File: src/rtl/tmr_pkg.sv
package tmr_pkg;
  localparam int DATA_W = 32;
  localparam logic [11:0] OFF_CTRL = 12'h000;
  localparam logic [11:0] OFF_CNT  = 12'h004;
  localparam logic [11:0] OFF_RLD  = 12'h008;
  localparam logic [11:0] OFF_IRQ  = 12'h00C;
  localparam logic [11:0] OFF_ID_LO = 12'hFD0;
  localparam logic [11:0] OFF_ID_HI = 12'hFFC;
  localparam int ID_N = 12;

  typedef struct packed {
    logic irq_en;
    logic pin_clk;
    logic pin_gate;
    logic run;
  } ctrl_t;
endpackage

File: src/rtl/tmr_sync.sv
module tmr_sync #(
  parameter int STAGES = 2
) (
  input  logic clk_i,
  input  logic rst_ni,
  input  logic d_i,
  output logic lvl_o,
  output logic rise_o
);
  logic [STAGES-1:0] st_q;
  logic prev_q;

  for (genvar i = 0; i < STAGES; i++) begin : g_st
    always_ff @(posedge clk_i or negedge rst_ni) begin
      if (!rst_ni) st_q[i] <= 1'b0;
      else if (i == 0) st_q[i] <= d_i;
      else st_q[i] <= st_q[(i == 0) ? 0 : i-1];
    end
  end

  always_ff @(posedge clk_i or negedge rst_ni) begin
    if (!rst_ni) prev_q <= 1'b0;
    else prev_q <= st_q[STAGES-1];
  end

  assign lvl_o  = st_q[STAGES-1];
  assign rise_o = st_q[STAGES-1] & ~prev_q;
endmodule

File: src/rtl/tmr_core.sv
module tmr_core #(
  parameter int W = 32
) (
  input  logic         clk_i,
  input  logic         rst_ni,
  input  logic         tick_i,
  input  logic         ld_cnt_i,
  input  logic         ld_rld_i,
  input  logic [W-1:0] wdata_i,
  input  logic         irq_en_i,
  input  logic         clr_i,
  output logic [W-1:0] cnt_o,
  output logic [W-1:0] rld_o,
  output logic         irq_o
);
  logic [W-1:0] cnt_q, rld_q;
  logic irq_q;
  logic hit;

  assign hit = tick_i && !ld_cnt_i && !ld_rld_i && cnt_q == W'(1) && irq_en_i;

  always_ff @(posedge clk_i or negedge rst_ni) begin
    if (!rst_ni) begin
      cnt_q <= '0;
      rld_q <= '0;
    end else begin
      if (ld_rld_i) rld_q <= wdata_i;
      if (ld_rld_i || ld_cnt_i) cnt_q <= wdata_i;
      else if (tick_i) cnt_q <= (cnt_q == '0) ? rld_q : cnt_q - W'(1);
    end
  end

  always_ff @(posedge clk_i or negedge rst_ni) begin
    if (!rst_ni) irq_q <= 1'b0;
    else if (hit) irq_q <= 1'b1;
    else if (clr_i) irq_q <= 1'b0;
  end

  assign cnt_o = cnt_q;
  assign rld_o = rld_q;
  assign irq_o = irq_q;

  AST_IRQ_FROM_ONE: assert property (@(posedge clk_i) disable iff (!rst_ni)
    $rose(irq_q) |-> ($past(cnt_q) == W'(1) && $past(tick_i) && $past(irq_en_i)));
  AST_HOLD_THEN_RELOAD: assert property (@(posedge clk_i) disable iff (!rst_ni)
    (tick_i && cnt_q == '0 && !ld_cnt_i && !ld_rld_i) |=> cnt_q == $past(rld_q));
  AST_NO_TICK_FREEZE: assert property (@(posedge clk_i) disable iff (!rst_ni)
    (!tick_i && !ld_cnt_i && !ld_rld_i) |=> $stable(cnt_q));
  AST_RELOAD_LOADS: assert property (@(posedge clk_i) disable iff (!rst_ni)
    ld_rld_i |=> (cnt_q == $past(wdata_i) && rld_q == $past(wdata_i)));
  AST_CLEAR_W1C: assert property (@(posedge clk_i) disable iff (!rst_ni)
    (clr_i && !hit) |=> !irq_q);
endmodule

File: src/rtl/tmr_id_rom.sv
module tmr_id_rom #(
  parameter int N = 12,
  parameter logic [8*N-1:0] TABLE = 96'hA6_19_73_4E_00_2B_C4_37_00_00_11_5A
) (
  input  logic [$clog2(N)-1:0] idx_i,
  output logic [7:0]           byte_o
);
  always_comb begin
    byte_o = 8'h00;
    for (int k = 0; k < N; k++)
      if (idx_i == k[$clog2(N)-1:0]) byte_o = TABLE[8*k +: 8];
  end
endmodule

File: src/rtl/apb_dcount_timer.sv
module apb_dcount_timer
  import tmr_pkg::*;
#(
  parameter int ADDR_W = 12,
  parameter int SYNC_STAGES = 2
) (
  input  logic              clk_i,
  input  logic              rst_ni,
  input  logic              psel_i,
  input  logic              penable_i,
  input  logic              pwrite_i,
  input  logic [ADDR_W-1:0] paddr_i,
  input  logic [DATA_W-1:0] pwdata_i,
  output logic [DATA_W-1:0] prdata_o,
  output logic              pready_o,
  output logic              pslverr_o,
  input  logic              ext_i,
  output logic              irq_o
);
  localparam int IDX_W = $clog2(ID_N);

  ctrl_t ctrl_q;
  logic wr, pin_lvl, pin_rise, tick;
  logic [11:0] off;
  logic [DATA_W-1:0] cnt, rld;
  logic irq;
  logic in_id;
  logic [11:0] id_off;
  logic [IDX_W-1:0] id_idx;
  logic [7:0] id_byte;

  assign off = 12'(paddr_i);
  assign wr  = psel_i && penable_i && pwrite_i;

  always_ff @(posedge clk_i or negedge rst_ni) begin
    if (!rst_ni) ctrl_q <= '0;
    else if (wr && off == OFF_CTRL) ctrl_q <= ctrl_t'(pwdata_i[3:0]);
  end

  tmr_sync #(.STAGES(SYNC_STAGES)) i_sync (
    .clk_i, .rst_ni, .d_i(ext_i), .lvl_o(pin_lvl), .rise_o(pin_rise)
  );

  assign tick = ctrl_q.run
              && (ctrl_q.pin_clk ? pin_rise : 1'b1)
              && (ctrl_q.pin_gate ? pin_lvl : 1'b1);

  tmr_core #(.W(DATA_W)) i_core (
    .clk_i, .rst_ni,
    .tick_i  (tick),
    .ld_cnt_i(wr && off == OFF_CNT),
    .ld_rld_i(wr && off == OFF_RLD),
    .wdata_i (pwdata_i),
    .irq_en_i(ctrl_q.irq_en),
    .clr_i   (wr && off == OFF_IRQ && pwdata_i[0]),
    .cnt_o   (cnt),
    .rld_o   (rld),
    .irq_o   (irq)
  );

  assign in_id  = off >= OFF_ID_LO && off <= OFF_ID_HI;
  assign id_off = off - OFF_ID_LO;
  assign id_idx = id_off[IDX_W+1:2];

  tmr_id_rom #(.N(ID_N)) i_rom (.idx_i(id_idx), .byte_o(id_byte));

  always_comb begin
    prdata_o = '0;
    if (in_id) prdata_o = {24'h0, id_byte};
    else case (off)
      OFF_CTRL: prdata_o = {28'h0, ctrl_q};
      OFF_CNT:  prdata_o = cnt;
      OFF_RLD:  prdata_o = rld;
      OFF_IRQ:  prdata_o = {31'h0, irq};
      default:  prdata_o = '0;
    endcase
  end

  assign pready_o  = 1'b1;
  assign pslverr_o = 1'b0;
  assign irq_o     = irq;

  AST_GATE_LOW_HOLDS: assert property (@(posedge clk_i) disable iff (!rst_ni)
    (ctrl_q.pin_gate && !pin_lvl && !wr) |=> $stable(cnt));
  AST_PIN_CLK_EDGE: assert property (@(posedge clk_i) disable iff (!rst_ni)
    (ctrl_q.pin_clk && !pin_rise && !wr) |=> $stable(cnt));
  AST_IDLE_NO_MOVE: assert property (@(posedge clk_i) disable iff (!rst_ni)
    (!ctrl_q.run && !wr) |=> ($stable(cnt) && $stable(rld)));
  AST_BUS_OK: assert property (@(posedge clk_i) disable iff (!rst_ni)
    psel_i |-> (pready_o && !pslverr_o));
endmodule

File: config.mk
export PLATFORM = sky130hd
export DESIGN_NAME = apb_dcount_timer
export DESIGN_NICKNAME = d
export VERILOG_FILES = /design/src/rtl/tmr_pkg.sv /design/src/rtl/tmr_sync.sv /design/src/rtl/tmr_core.sv /design/src/rtl/tmr_id_rom.sv /design/src/rtl/apb_dcount_timer.sv
export SDC_FILE = /design/constraint.sdc
export NUM_CORES = 1
export LEC_CHECK = 0
export ABC_AREA = 1
export BUFFER_PORTS_ARGS = -buffer_cell sky130_fd_sc_hd__buf_2
export CORE_MARGIN = 1.5
export CORE_UTILIZATION = 45
export DETAILED_ROUTE_END_ITERATION = 12
export PLACE_DENSITY = 0.68
export SYNTH_ARGS = -nofsm -noshare
export SYNTH_HDL_FRONTEND = slang
export SYNTH_SLANG_ARGS = --single-unit
File: constraint.sdc
create_clock -name clk_i -period 1.6 [get_ports clk_i]
set_input_delay 0.24 -clock clk_i [delete_from_list [all_inputs] [get_ports clk_i]]
set_output_delay 0.24 -clock clk_i [all_outputs]
set_load 0.02 [all_outputs]
==> results of run 1 <==
## critical path: stages
cell and delay, ns:
buf_6 0.09, inv_2 0.05, nand2_2 0.06, nor2_4 0.19, buf_12 0.16, nand2_8 0.10
buf_12 0.17, o22ai_4 0.14, a21o_1 0.15, buf_6 0.13
## routing by layer
layer	vias up	part of all wire
met3	49	0.063
met5	-	0
met1	3079	0.42
li1	3106	-
met2	264	0.48
met4	0	0.028
## layout by cell type (no fill, tap or decap), types with 2 or more instances in the layout
| master | instances |
|---|---|
| o221ai_2 | 2 |
| nor2_2 | 58 |
| nand2_1 | 228 |
| dfrtp_2 | 4 |
| inv_1 | 86 |
| o21ai_2 | 17 |
| o21ai_1 | 18 |
| nor2_1 | 101 |
| nand4_1 | 8 |
| clkinv_2 | 3 |
| o21ai_4 | 4 |
| buf_2 | 38 |
| dfrtp_1 | 68 |
| xor2_1 | 5 |
| bufinv_16 | 2 |
| nand2_4 | 26 |
| conb_1 | 2 |
| nand3_1 | 48 |
| nand2_8 | 2 |
| buf_6 | 46 |
| nor2_4 | 27 |
| inv_4 | 3 |
| o2111ai_2 | 2 |
| buf_8 | 5 |
| nand3_4 | 7 |
| a21oi_1 | 3 |
| nand3_2 | 6 |
| dlygate4sd3_1 | 2 |
| o22ai_4 | 2 |
| nand2_2 | 30 |
| nor3_1 | 3 |
| clkbuf_16 | 11 |
| nor3_2 | 6 |
| o21ai_0 | 37 |
| inv_2 | 15 |
| buf_12 | 9 |
| buf_4 | 132 |
## registers in the layout, summed over array words and instances, names as in the netlist
name	count
i_sync.prev_q	1
i_core.rld_o	32
i_core.irq_o	1
ctrl_q	4
i_sync.lvl_o	1
i_sync.st_q	1
i_core.cnt_o	32
## power groups by stage
stage	clock network (mW)	registers [mW]	logic (mW)
after floorplan	0	1.87	0.339
after global placement	0	1.87	0.620
after detailed placement	0	1.87	0.627
after CTS	2.22	1.84	0.755
after global routing	2.30	1.84	0.993
final	2.21	1.84	0.919
## final timing paths
check                      slack [ns]  cells past startpoint       startpoint                to
min                              0.11                      3      pwdata_i[6]   i_core.rld_o[6]
max in group asynchronous        0.78                      3           rst_ni   i_core.cnt_o[9]
min reg2reg                      0.35                      0   i_sync.st_q[0]      i_sync.lvl_o
max reg2reg                     -0.08                     13  i_core.cnt_o[0]  i_core.cnt_o[10]
max                             -0.11                     10       paddr_i[8]       prdata_o[4]
min in group asynchronous        0.44                      3           rst_ni   i_core.rld_o[4]
## cell type report
class / count / area, um2 / area share
multi-input combinational: 652 / 3760 / 0.4406
timing repair buffer: 235 / 2052 / 0.2405
sequential: 72 / 1807 / 0.2117
inverter: 105 / 414.1 / 0.04853
clock buffer: 10 / 239.0 / 0.02801
tap: 143 / 178.9 / 0.02097
clock inverter: 6 / 82.58 / 0.009677
## cell families after synthesis
kind of cell | share of synthesized area
flops | 0.3401
simple gates | 0.4457
other cells | 0.001418
xor+xnor | 0.008266
fa+ha+maj | 0.007086
compound gates | 0.08975
buf+inv | 0.1077
## per-stage QoR
| step | util | TNS, ns |
|---|---|---|
| final | 0.7441 | -1.523 |
| after CTS | 0.6535 | -0.06168 |
| after floorplan | - | -2.328 |
| after global routing | 0.7441 | -5.818 |
| after global placement | 0.5830 | -6.997 |
| after detailed placement | 0.5830 | -8.089 |
## timing repair
action                                 CTS  global route
setup endpoints to repair               65            65
setup buffers                           15            16
gates resized for setup                113           251
cloned                                   3             3
pin swaps                               25            47
endpoints found under the hold margin   73             0
hold buffers                             2             0
==> key figures, run 1 <==
Status
  • Status: complete, but fails checks
  • Failing checks: setup timing

Synth
  • Synth top cells by count: nand2_1, nor2_1, inv_1, dfrtp_1, o21ai_0
  • Synth cell types: 32
  • Sequential area share after synthesis: 0.3401
  • Synth Flop Type: dfrtp_1
  • Async S/R FF share, synth: 1.000
  • Syn_nets: 906
  • Syn Area/Cell: 6.211 um2
  • Area of the mapped netlist: 5298 um2
  • Top post-synthesis cells by area: dfrtp_1, nand2_1, nor2_1
  • Yosys reg bits: 72
  • Cell count after synthesis: 853
  • Area leader, netlist: dfrtp_1
  • Yosys Warn Count: 0
  • Top-area cell type share of the netlist area: 0.3401
  • Post-synth EDFFs: 0
  • Most frequent cell after synthesis: nand2_1

Detailed routing
  • Pre-Repair DR Iteration Count: 5
  • Vias per Instance: 5.313
  • Final WL: 19650 um
  • Initial DRC Count: 494
  • WL/cell: 16.07 um
  • ANT nets after route: 0
  • Residual DRC: 0
  • Via count: 6498

GRT
  • GRT Total Usage: 0.2862
  • First-pass GRT wire length: 28410 um
  • Largest net degree at the start of global routing: 73
  • Gr busiest metal: met2
  • Vias in the first global route: 5897
  • Grt ovf: 0
  • Initial antenna violation count: 0
  • Met3 usage: 0.04899
  • GR Util met1: 0.3865
  • GRT met2 Usage: 0.4683

Critical path
  • Critical path arrival: 1.47 ns
  • Startpoint types: input pin
  • CP Capture Type: output port
  • Worst-path maximum fanout: 8
  • Kind of critical path: input pin to output port
  • Req. time, crit path: 1.36 ns

Finish
  • Total Nets Final: 1128
  • Fillers: 838
  • Non-filler cells, final: 1223
  • Share of layout cells above drive strength 1: 0.4324
  • Fin area: 8533 um2
  • Diode count: 0
  • Area growth syn-to-layout: 61.08%

Timing
  • Tmin final: 1.714 ns
  • Crit share post-route: 1.071
  • # setup viols final: 50
  • Final setup margin: -0.1141 ns
  • Max Clock Skew: 0.008117 ns
  • Fmax: 583.4 MHz
  • Final hold violations: 0
  • Hold slack final: 0.1053 ns
  • Slew Limit Fails: 0
  • RSZ-0062 raised after global routing: true

Floorplan
  • Initial Utilization: 0.4620
  • Die Area: 12430 um2
  • # rows: 39
  • Die height: 111.5 um
  • Io pins: 85
  • Die extent in x: 111.5 um
  • Core area: 11470 um2

Placed design
  • Placed cells: 1170
  • DP Area: 6685 um2
  • # port buffers: 82
  • Dpl hpwl: 12240 um
  • Pre-CTS setup slack: -0.2277 ns
  • GPL Wtd Cong: 0.9294

Power and ir drop
  • Power share of the clock group: 0.445
  • Maximum vdd ir drop: 615.7 uV
  • NetSw: 1.349 mW
  • Comb pwr share: 0.185
  • Power per Cell Area: 581.8 nW/um2
  • Total Power: 4.964 mW
  • Sequential Power Share: 0.370
  • Leak: 4.680 nW
  • Net Sw Frac: 0.2717
  • Cell-internal power: 3.615 mW

Clocking
  • CTS tree: built
  • Clock net sink count: 72
  • CTS Buf Count: 9
  • Clk pin slew, worst setup/hold paths: 0.05 ns
  • CTS Buffer Depth: 2
  • H-tree depth: 3
  • Clock Root Buffer: clkbuf_16
  • Worst-skew pair later-pin latency: 0.35 ns

Hold path
  • Worst min path class: input pin to flop

Job
  • Max-Cap Viols: 0
Note: power is estimated with default switching activity, not from simulation.
==> run 2, diff against run 1 <==
--- a/config.mk
+++ b/config.mk
@@ -8,9 +8,10 @@
 export ABC_AREA = 1
 export BUFFER_PORTS_ARGS = -buffer_cell sky130_fd_sc_hd__buf_2
 export CORE_MARGIN = 1.5
-export CORE_UTILIZATION = 45
+export CORE_UTILIZATION = 52
 export DETAILED_ROUTE_END_ITERATION = 12
-export PLACE_DENSITY = 0.68
+export PLACE_DENSITY = 0.77
+export REMOVE_ABC_BUFFERS = 1
 export SYNTH_ARGS = -nofsm -noshare
 export SYNTH_HDL_FRONTEND = slang
 export SYNTH_SLANG_ARGS = --single-unit
==> key figures, run 2 (synthesized netlist as in run 1, its figures left out) <==
Detailed routing
  • Residual DRC: 0
  • Via count: 6737
  • Initial DRC Count: 717
  • Pre-Repair DR Iteration Count: 6
  • Final WL: 20690 um
  • Vias per Instance: 5.600
  • WL/cell: 17.20 um
  • ANT nets after route: 0

Critical path
  • CP Capture Type: output port
  • Critical path arrival: 1.51 ns
  • Startpoint types: input pin
  • Req. time, crit path: 1.36 ns
  • Worst-path maximum fanout: 7
  • FF-to-FF setup slack: -0.11 ns
  • Kind of critical path: input pin to output port
  • Critical path startpoint: paddr_i[2]
  • FF-to-FF path depth: 10
  • Reg-to-reg startpoint: i_core.cnt_o[3]

Finish
  • Share of layout cells above drive strength 1: 0.4168
  • Diode count: 0
  • Non-filler cells, final: 1203
  • Fin area: 8053 um2
  • Commonest non-fill, non-tap cell in the layout: nand2_1
  • Register area: 1808 um2
  • Multi-input combinational cell area: 3482 um2
  • Total Nets Final: 1118
  • Area growth syn-to-layout: 52.01%
  • Commonest cells after routing, fill and taps aside: nand2_1, buf_4, nor2_1, inv_1, dfrtp_1
  • Post-layout util: 0.8201
  • Fillers: 634

Clocking
  • CTS tree: built
  • H-tree depth: 3
  • Clk pin slew, worst setup/hold paths: 0.09 ns
  • Clock Root Buffer: clkbuf_8
  • Worst-skew pair later-pin latency: 0.39 ns
  • CTS Buffer Depth: 2
  • Clock net sink count: 72
  • CTS Buf Count: 9

Placed design
  • Dpl hpwl: 12040 um
  • DP Area: 6669 um2
  • Pre-CTS setup slack: -0.1530 ns
  • GPL Wtd Cong: 0.9992
  • Placed cells: 1162
  • # port buffers: 82

Power and ir drop
  • Maximum vdd ir drop: 683.4 uV
  • Leak: 4.364 nW
  • Power per Cell Area: 571.4 nW/um2

Floorplan
  • # rows: 36
  • Die extent in x: 103.9 um
  • Die height: 103.9 um
  • Core area: 9819 um2
  • Die Area: 10800 um2
  • Initial Utilization: 0.5395
  • Io pins: 85

Timing
  • Final hold violations: 0
  • Max Clock Skew: 0.01606 ns
  • Tmin final: 1.747 ns
  • Final setup margin: -0.1470 ns
  • RSZ-0062 raised after global routing: true
  • Slew Limit Fails: 0
  • Crit share post-route: 1.092
  • Fmax: 572.4 MHz
  • Hold slack final: 0.06424 ns
  • # setup viols final: 60

GRT
  • Grt ovf: 0
  • First-pass GRT wire length: 27700 um
  • Vias in the first global route: 5773
  • GRT Total Usage: 0.3211
  • Largest net degree at the start of global routing: 73
  • Initial antenna violation count: 0

Hold path
  • Hold Path Stages: 3
  • Worst min path class: input pin to flop
  • Hold Startpoint: pwdata_i[6]

Status
  • Status: complete, but fails checks
  • Failing checks: setup timing

Job
  • Max-Cap Viols: 0
==> run 2: cell count changes in the layout (fill, tap and decap cells not counted), moves of 6 or more <==
| cell | before | now |
|---|---|---|
| nand3_1 | 48 | 55 |
| clkbuf_16 | 11 | 5 |
| nand2_4 | 26 | 13 |
| clkbuf_8 | 1 | 10 |
| nor2_4 | 27 | 20 |
| buf_6 | 46 | 32 |
| nand2_2 | 30 | 42 |
| nor2_1 | 101 | 108 |
==> run 2: repair_timing <==
| item | CTS | global route |
|---|---|---|
| gates cloned | 0 | 7 |
| hold buffers | 2 | 0 |
| setup buffers | 5 | 13 |
| gates resized for setup | 95 | 211 |
| endpoints found under the setup margin | 64 | 65 |
| pin swaps | 17 | 38 |
| endpoints found under the hold margin | 73 | 0 |
==> run 2: power by group <==
group	internal [mW]	switching, mW	leakage [nW]	total (mW)
Combinational	0.366	0.524	3.26	0.890
Clock	1.09	0.790	0.123	1.88
Sequential	1.83	0.00800	0.986	1.84
Total	3.28	1.32	4.36	4.60
==> run 2: critical path, cell delays in order <==
cell	delay (ns)
buf_4	0.12
inv_2	0.08
nor2_4	0.14
nand2_2	0.10
nor2_4	0.14
nand2_4	0.13
buf_12	0.17
o211ai_1	0.20
buf_4	0.18
==> run 2: metal layers <==
layer | up-vias | share of wire | global-route usage
li1 | 3080 | - | -
met5 | - | 0 | 0
met3 | 104 | 0.11 | 0.05890
met2 | 492 | 0.46 | 0.5156
met1 | 3061 | 0.38 | 0.4373
met4 | 0 | 0.052 | 0.1081
==> run 2: metrics by stage <==
stage                TNS, ns  power [mW]
global placement      -4.310       2.492
CTS                 -0.04051       4.393
global route          -7.828       4.737
finish                -3.412       4.601
floorplan             -4.573       2.188
detailed placement    -4.735       2.498
==> run 2: layout make-up <==
| cell class | instances | share of cell area |
|---|---|---|
| repair buffers | 225 | 0.2402 |
| multi-input cells | 652 | 0.4324 |
| clock inverters | 6 | 0.01429 |
| clock buffers | 10 | 0.01709 |
| flip-flops and latches | 72 | 0.2245 |
| inverters | 105 | 0.05081 |
| well taps | 133 | 0.02067 |
==> run 2: path summary, 6_finish.rpt <==
kind,to
worst max-delay path,prdata_o[6]
worst min-delay path,i_core.rld_o[6]
worst max register to register,i_core.cnt_o[3]
worst min register to register,i_sync.lvl_o
max in group asynchronous,i_core.cnt_o[2]
min in group asynchronous,i_core.cnt_o[0]
==> run 3, diff against run 2 <==
--- a/config.mk
+++ b/config.mk
@@ -5,12 +5,12 @@
 export SDC_FILE = /design/constraint.sdc
 export NUM_CORES = 1
 export LEC_CHECK = 0
-export ABC_AREA = 1
 export BUFFER_PORTS_ARGS = -buffer_cell sky130_fd_sc_hd__buf_2
 export CORE_MARGIN = 1.5
-export CORE_UTILIZATION = 52
+export CORE_UTILIZATION = 51
 export DETAILED_ROUTE_END_ITERATION = 12
 export PLACE_DENSITY = 0.77
+export RECOVER_POWER = 25
 export REMOVE_ABC_BUFFERS = 1
 export SYNTH_ARGS = -nofsm -noshare
 export SYNTH_HDL_FRONTEND = slang
==> key figures, run 3 <==
Critical path
  • Req. time, crit path: 1.36 ns
  • Reg-to-reg startpoint: i_core.cnt_o[2]
  • Startpoint types: input pin
  • Critical-path cell list: buf_6 > nor4_4 > buf_4 > nand4_1 > nor2_4 > buf_12 > buf_8 > a221o_1 > buf_6
  • Slowest CP cell: nor4_4
  • Worst r2r dst: i_core.cnt_o[8]
  • Crit path buffers/inverters: 5
  • CP peak stage delay: 0.33 ns
  • CP most frequent cell: buf_6
  • FF-to-FF setup slack: -0.51 ns
  • Kind of critical path: input pin to output port
  • Top Family by Delay on Critical Path: simple AND/OR/NAND/NOR gates
  • CP Capture Type: output port
  • FF-to-FF path depth: 6
  • Critical path startpoint: paddr_i[6]
  • Worst-path maximum fanout: 8
  • Critical path arrival: 1.91 ns

Synth
  • Post-synth EDFFs: 0
  • Cell count after synthesis: 503
  • Largest family of logic cells by synthesized area: simple AND/OR/NAND/NOR gates
  • Yosys reg bits: 72
  • Post-Synth Simple-Gate Area: 0.2100
  • Top post-synthesis cells by area: dfrtp_1, mux2_2, nand2_1
  • Yosys Warn Count: 0
  • Most frequent cell after synthesis: dfrtp_1
  • Post-synthesis mux area share: 0.1194
  • Top-area cell type share of the netlist area: 0.3804
  • Synth Flop Type: dfrtp_1
  • Area leader, netlist: dfrtp_1
  • Syn Area/Cell: 9.415 um2
  • Synth Area in Adders: 0.007926
  • Post-Synth XOR/XNOR Area: 0.03329
  • Synth cell types: 62
  • Synth Area in Compound Gates: 0.1968
  • Sequential area share after synthesis: 0.3804
  • Area of the mapped netlist: 4736 um2
  • Async S/R FF share, synth: 1.000
  • Synth top cells by count: dfrtp_1, nand2_1, clkbuf_1, mux2_2, a22o_1

Timing
  • Max Clock Skew: 0.01481 ns
  • Tightest Pin Transition: 1.027 ns
  • Hold slack final: 0.1052 ns
  • Crit share post-route: 1.344
  • Final setup margin: -0.5508 ns
  • Fmax: 465.0 MHz
  • Tmin final: 2.151 ns
  • # setup viols final: 97
  • TNS Setup: -40.67 ns
  • Slew Limit Fails: 0
  • Slew margin rel.: 0.3151
  • Final hold violations: 0
  • RSZ-0062 raised after global routing: true

Placed design
  • # port buffers: 82
  • Dpl hpwl: 9895 um
  • DP Area: 5991 um2
  • GPL Wtd Cong: 0.8990

Detailed routing
  • Vias per Instance: 6.782
  • Residual DRC: 0
  • Pre-Repair DR Iteration Count: 8
  • Final WL: 18450 um
  • WL/cell: 23.03 um
  • Initial DRC Count: 689
  • Via count: 5432
  • ANT nets after route: 0

Finish
  • Commonest cells after routing, fill and taps aside: buf_4, dfrtp_1, nand2_1, buf_2, buf_6
  • Post-layout util: 0.7967
  • Fillers: 498
  • Diode count: 0
  • Fin area: 7049 um2
  • Register area: 1802 um2
  • Share of layout cells above drive strength 1: 0.4618
  • Area growth syn-to-layout: 48.85%
  • Commonest non-fill, non-tap cell in the layout: buf_4
  • Total Nets Final: 741
  • Multi-input combinational cell area: 3014 um2

GRT
  • First-pass GRT wire length: 26700 um
  • Grt ovf: 0
  • Vias in the first global route: 5198
  • Initial antenna violation count: 0
  • Largest net degree at the start of global routing: 73
  • GRT Total Usage: 0.3425

Status
  • Failing checks: setup timing
  • Status: complete, but fails checks

Power and ir drop
  • Leak: 3.267 nW
  • Maximum vdd ir drop: 504.3 uV
  • Power per Cell Area: 716.3 nW/um2
  • Total Power: 5.049 mW

Floorplan
  • # rows: 34
  • Die extent in x: 99.37 um
  • Die height: 99.37 um
  • Io pins: 85
  • Core area: 8848 um2
  • Die Area: 9873 um2
  • Initial Utilization: 0.5352

Job
  • Max-Cap Viols: 0

Clocking
  • Worst-skew pair later-pin latency: 0.36 ns
  • Clock Root Buffer: clkbuf_8
  • Clock net sink count: 72
  • CTS Buffer Depth: 2
  • Clk pin slew, worst setup/hold paths: 0.08 ns
  • H-tree depth: 3
  • CTS Buf Count: 9
  • CTS tree: built

Hold path
  • Hold Path Stages: 3
  • Worst min path class: input pin to flop
  • Hold Startpoint: pwdata_i[10]
  • Hold EP: i_core.cnt_o[10]
-- run 3: cell count changes in the layout (fill, tap and decap cells not counted), moves of 19 or more --
cell / previous run / this run
nand2_1: 231 / 62
nor2_1: 108 / 17
inv_1: 81 / 7
nor2_2: 58 / 1
nand3_1: 55 / 13
nand2_2: 42 / 1
a22o_1: 0 / 24
buf_4: 133 / 109
mux2_2: 0 / 24
o221ai_1: 0 / 20
nor2_4: 20 / 1
o21ai_2: 20 / 1
-- run 3: repair_timing --
action                                 CTS  global route
setup endpoints to repair               66           100
endpoints found under the hold margin   73             0
gates cloned                             5             1
setup buffers                           10            10
hold buffers                             2             0
pin swaps                               25            29
gates resized for setup                119            46
-- run 3: layer usage --
metal	wire, um	track usage	share of wire	up-vias
met4	879	0.1668	0.048	0
met5	0	0	0	-
met3	1971	0.07519	0.11	120
li1	-	-	-	2269
met1	6877	0.4459	0.37	2608
met2	8718	0.5437	0.47	435
-- run 3: tightest hold or removal path, stage by stage --
cell and delay, ns:
buf_2 0.09, nand2_1 0.04, o221ai_1 0.06
-- run 3: final cells by class --
cell class,count,area share
multi-input combinational,378,0.4276
timing repair buffer,219,0.2689
sequential,72,0.2556
clock buffer,10,0.01952
tap,108,0.01917
clock inverter,6,0.004970
inverter,8,0.004260
-- run 3: how the worst max path moves through the flow --
stage	end	slack, ns	cells after the start
2_1_floorplan	i_core.rld_o[17]	-1.46	5
6_report	prdata_o[6]	-0.55	9
3_5_place_dp	i_core.cnt_o[21]	-0.49	7
5_1_grt	prdata_o[2]	-0.59	11
4_1_cts	i_core.cnt_o[8]	-0.44	7
3_3_place_gp	prdata_o[1]	-0.41	9
-- run 3: stage by stage --
step                cells  setup WS [ns]
global route          801        -0.5948
CTS                   793        -0.4445
finish                801        -0.5508
global placement      760        -0.4122
detailed placement    760        -0.4933
floorplan             458         -1.457
-- run 3: power breakdown --
group | switching, mW | internal [mW]
Sequential | 0.208 | 1.95
Clock | 0.755 | 0.594
Combinational | 0.813 | 0.725
-- run 3: cells by family after synthesis --
kind of cell               Yosys count
xor gates and xnor gates            18
buffers and inverters               53
adders and majority gates            3
and+or+nand+nor                    177
DFF                                 72
other                                2
muxes                               52
AOI/OAI and AO/OA                  126
